### src/rtl/bridge_guard_pkg.sv
package bridge_guard_pkg;

    // Comparator inputs, gathered into one bundle
    typedef struct packed {
        logic over_temp;
        logic short_ckt;
        logic peak_oc;
        logic cur_lim;
    } cmp_flags_t;

    // Status bundle driven to the outputs
    typedef struct packed {
        logic force_off;
        logic fault;
        logic sc;
        logic tlim;
        logic climit;
    } guard_status_t;

    // Conditions that set the latched shutdown
    function automatic logic hard_trip(input cmp_flags_t f, input logic therm_en);
        return f.short_ckt | f.peak_oc | (f.over_temp & therm_en);
    endfunction

endpackage

### src/rtl/bg_blank_timer.sv
module bg_blank_timer #(
    parameter int BLANK_CYCLES = 4
) (
    input  logic clk,
    input  logic rst,
    input  logic gate_edge,
    output logic blanked
);
    localparam int CW = (BLANK_CYCLES < 1) ? 1 : $clog2(BLANK_CYCLES + 1);
    localparam logic [CW-1:0] LOAD = CW'(BLANK_CYCLES);

    logic [CW-1:0] remain_q;

    always_ff @(posedge clk) begin
        if (rst) begin
            remain_q <= '0;
        end else if (gate_edge) begin
            remain_q <= LOAD;
        end else if (remain_q != '0) begin
            remain_q <= remain_q - 1'b1;
        end
    end

    // The transition cycle itself is also masked
    assign blanked = gate_edge | (remain_q != '0);
endmodule

### src/rtl/bg_cycle_limit.sv
module bg_cycle_limit (
    input  logic clk,
    input  logic rst,
    input  logic ilim_raw,
    input  logic blanked,
    input  logic cycle_start,
    output logic climit
);
    logic qualified;
    logic climit_q;

    assign qualified = ilim_raw & ~blanked;

    always_ff @(posedge clk) begin
        if (rst) begin
            climit_q <= 1'b0;
        end else if (qualified) begin
            climit_q <= 1'b1;
        end else if (cycle_start) begin
            climit_q <= 1'b0;
        end
    end

    assign climit = climit_q;
endmodule

### src/rtl/bg_fault_latch.sv
module bg_fault_latch (
    input  logic clk,
    input  logic rst,
    input  logic trip,
    input  logic disable_in,
    output logic fault,
    output logic dis_held
);
    logic fault_q;
    logic dis_q;
    logic release_ev;

    assign release_ev = dis_q & ~disable_in;

    always_ff @(posedge clk) begin
        if (rst) begin
            fault_q <= 1'b1;
            dis_q   <= 1'b0;
        end else begin
            dis_q <= disable_in;
            if (release_ev) begin
                fault_q <= trip;
            end else if (trip) begin
                fault_q <= 1'b1;
            end
        end
    end

    assign fault    = fault_q;
    assign dis_held = dis_q;
endmodule

### src/rtl/bridge_guard.sv
module bridge_guard
    import bridge_guard_pkg::*;
#(
    parameter int BLANK_CYCLES = 4
) (
    input  logic clk,
    input  logic rst,
    input  logic ot_flag,
    input  logic sc_flag,
    input  logic oc_flag,
    input  logic ilim_flag,
    input  logic thermal_en,
    input  logic disable_in,
    input  logic cycle_start,
    input  logic gate_edge,
    output logic force_off,
    output logic fault_latched,
    output logic sc_status,
    output logic tlim_status,
    output logic climit_active
);
    cmp_flags_t    flags;
    guard_status_t st;
    logic          trip;
    logic          blanked;
    logic          fault_w;
    logic          dis_held;
    logic          climit_w;
    logic          sc_q;
    logic          tlim_q;

    assign flags = '{over_temp: ot_flag, short_ckt: sc_flag,
                     peak_oc: oc_flag, cur_lim: ilim_flag};
    assign trip  = hard_trip(flags, thermal_en);

    bg_blank_timer #(.BLANK_CYCLES(BLANK_CYCLES)) u_blank (
        .clk       (clk),
        .rst       (rst),
        .gate_edge (gate_edge),
        .blanked   (blanked)
    );

    bg_cycle_limit u_limit (
        .clk         (clk),
        .rst         (rst),
        .ilim_raw    (flags.cur_lim),
        .blanked     (blanked),
        .cycle_start (cycle_start),
        .climit      (climit_w)
    );

    bg_fault_latch u_latch (
        .clk        (clk),
        .rst        (rst),
        .trip       (trip),
        .disable_in (disable_in),
        .fault      (fault_w),
        .dis_held   (dis_held)
    );

    always_ff @(posedge clk) begin
        if (rst) begin
            sc_q   <= 1'b0;
            tlim_q <= 1'b0;
        end else begin
            sc_q   <= flags.short_ckt;
            tlim_q <= flags.over_temp & thermal_en;
        end
    end

    assign st.fault     = fault_w;
    assign st.sc        = sc_q;
    assign st.tlim      = tlim_q;
    assign st.climit    = climit_w;
    assign st.force_off = fault_w | climit_w | dis_held;

    assign force_off     = st.force_off;
    assign fault_latched = st.fault;
    assign sc_status     = st.sc;
    assign tlim_status   = st.tlim;
    assign climit_active = st.climit;
endmodule

### config.mk
export PLATFORM = sky130hd
export DESIGN_NAME = bridge_guard
export DESIGN_NICKNAME = d
export VERILOG_FILES = /design/src/rtl/bridge_guard_pkg.sv /design/src/rtl/bg_blank_timer.sv /design/src/rtl/bg_cycle_limit.sv /design/src/rtl/bg_fault_latch.sv /design/src/rtl/bridge_guard.sv
export SDC_FILE = /design/constraint.sdc
export NUM_CORES = 1
export LEC_CHECK = 0
export CAP_MARGIN = 20
export CORE_AREA = 5 5 42 44
export DETAILED_ROUTE_END_ITERATION = 10
export DIE_AREA = 0 0 47 49
export GPL_TIMING_DRIVEN = 0
export PLACE_DENSITY_LB_ADDON = 0.12
export SLEW_MARGIN = 20
export SYNTH_ARGS = -nofsm -noshare
export SYNTH_HDL_FRONTEND = slang
export SYNTH_SLANG_ARGS = --single-unit
### constraint.sdc
create_clock -name clk -period 1.4 [get_ports clk]
set_input_delay 0.28 -clock clk [delete_from_list [all_inputs] [get_ports clk]]
set_output_delay 0.28 -clock clk [all_outputs]
set_load 0.01 [all_outputs]
==> metrics.yaml <==
outcome: "completed"
grt_pass1_vias: 261
ir_drop_mv: 0.381
switching_share_pct: 23.9
setup_viol: 0
power_density_mw_per_mm2: 1010
tns_ps: 0
worstSkewPairLatency_ps: 250
antennaDiodeCount: 0
crit_path_end_kind: "output pin"
hp-class: "reg2reg"
ys_types: 15
drt-vias-per-instance: 4.18
initial_utilization_pct: 23.8
relSlewSlack_pct: 79.6
pwr-share-comb_pct: 18.7
netlist_instances: 34
stdcell_count: 67
cp_top_family: "buffers and inverters"
pwr-share-clk_pct: 33.5
worstRegToRegCells: 4
worstMarginPinSlew_ps: 305
syn_to_final_growth_pct: 54.3
root_buffer: "clkbuf_4"
required_ps: 1120
final_core_util_pct: 36.8
finalClockSkew_ps: 0.223
grt_max_degree: 9
dp.cells: 64
holdWs_ps: 475
overflow: 0
power_switching_mw: 0.125
ys_seq_area_share_pct: 47.9
track_usage_pct: 6.41
die_area_mm2: 0.00230
clk_path_buf_depth: 2
num_rows: 14
synth_area_leaders: "dfxtp_1 (48%), ha_1 (11%), nor2b_1 (7.5%)"
vias: 280
routed_wl_um: 681
cp.depth: 1
synth_top_area_share_pct: 47.9
core_area_mm2: 0.00140
first_pass_iters: 3
io_buffers: 14
dr_wl_met3_um: 51
ys_seq_elements: 8
critPathBufInv: 1
wl_met2_um: 348
numCtsBuffers: 3
clk_pin_slew_worst_paths_ps: 50
place_hpwl_um: 567
grt_pass1_wl_um: 1010
fin_crit_sh_pct: 97.1
netlist_area_um2: 334
critPathKind: "reg2out"
wire_per_inst_um: 10.2
met1Wirelength_um: 278
p_seq_share_pct: 47.8
internal-power_mw: 0.396
final_layout_size_suffix_gt1_share_pct: 13.7
p_leak_nw: 0.236
final_net_count: 66
final-max-slew-violation-count: 0
drt-initial-drc-count: 2
totalPowerFinal_mw: 0.520
worstPathArrival_ps: 1080
path_cells: "clkdlybuf4s50_1"
drc: 0
start_kind: "register"
cts_setup_buffers: 0
ctsHtreeMaxLevel: 1
die_x_um: 47
syn_nets: 47
critical-path-slowest-cell: "clkdlybuf4s50_1"
worstHoldPathCells: 2
crit_path_max_fanout: 1
slowest_delay_ps: 530
antenna_found_initial: 0
chipHeight_um: 49
clock_sinks: 8
highest_layer: "met4"
rsz0062_at_grt: "false"
yosys.area.top_type: "dfxtp_1"
drtAntennaViolNets: 0
ios: 15
final.min_clock_period_ps: 1360
cap_violations: 0
cts_tree: "built"
ys.warnings.count: 0
hold_violations: 0
fmax_ghz: 0.736
synth_area_per_cell_um2: 9.83
gp_congestion: 0.653
## layer usage
layer  up-vias  global-route usage, %
met5         -                      0
met4         0                   6.91
met3         2                   2.21
met2         7                   8.37
met1       127                   7.27
li1        144                      -
## final cells by class
class | instances | area [um^2]
Tap cell | 16 | 20.0
Fill cell | 154 | 886
Sequential cell | 8 | 161
Timing Repair Buffer | 14 | 135
Inverter | 6 | 22.5
Clock buffer | 3 | 22.5
Multi-Input combinational cell | 20 | 154
## Yosys cell counts
cell type and count:
nand2_1 1, xor2_1 1, or3_1 1, a21oi_1 2
nand2b_1 1, nand3b_1 1, o211ai_1 1, nor2_1 1
dfxtp_1 8, ha_1 3, nor3_1 2, inv_1 6
mux2i_1 1, a2111oi_2 1, nor2b_1 4
## repair_timing
item	in CTS	in global routing
gates resized for setup	6	3
hold buffers	0	0
endpoints found under the setup margin	3	3
hold endpoints to repair	0	0
## flip-flops by register name, summed over array words and instances, names as in the netlist
signal,cells
u_limit.climit,1
u_blank.remain_q,3
sc_status,1
tlim_status,1
u_latch.fault,1
u_latch.dis_held,1
## cell usage in the layout (no fill, tap or decap), types with 2 or more instances in the layout
cell type,instances
ha_1,2
inv_1,6
nor3_1,2
dlygate4sd2_1,2
clkdlybuf4s50_1,10
a21oi_1,2
nor2b_1,4
clkbuf_4,3
dfxtp_1,7
## tightest hold or removal path: cells and delay by family (launching register included)
family / cells / cell delay [ps]
AOI/OAI and AO/OA: 1 / 50
DFF: 1 / 320
and+or+nand+nor: 1 / 60
## through the flow
| step | area (um^2) | setup WS, ps |
|---|---|---|
| 6_report | 515 | 40.6 |
| 5_1_grt | 515 | 0.635 |
| 4_1_cts | 509 | 22.9 |
| 3_5_place_dp | 494 | -44.7 |
| 3_3_place_gp | 494 | -38.3 |
| 2_1_floorplan | 334 | 141 |
## cell families (layout without fill, tap and decap cells)
logic type / count (synthesis) / count (layout) / share of synthesized area [%]
simple gates: 11 / 11 / 18.7
compound gates: 4 / 4 / 9.74
mux: 1 / 1 / 3.00
fa+ha+maj: 3 / 3 / 11.2
buf+inv: 6 / 23 / 6.74
flops: 8 / 8 / 47.9
xor+xnor: 1 / 1 / 2.62
## final timing paths
path,from,endpoint,slack (ps)
worst max-delay path,sc_status$_SDFF_PP0_,sc_status,40
worst min-delay path,u_limit.climit$_SDFFE_PP0P_,u_limit.climit$_SDFFE_PP0P_,480
worst max register to register,u_blank.remain_q[0]$_SDFFE_PP0P_,u_blank.remain_q[1]$_SDFFE_PP0P_,100
worst min register to register,u_limit.climit$_SDFFE_PP0P_,u_limit.climit$_SDFFE_PP0P_,480
## power by group through the flow
stage / sequential [mW] / clock, mW / combinational (mW)
final: 0.249 / 0.174 / 0.0973
after global placement: 0.252 / 0 / 0.0914
after CTS: 0.249 / 0.181 / 0.0963
after global routing: 0.251 / 0.192 / 0.105
after detailed placement: 0.254 / 0 / 0.0973
after floorplan: 0.254 / 0 / 0.0463
(Power assumes the default switching activity.)
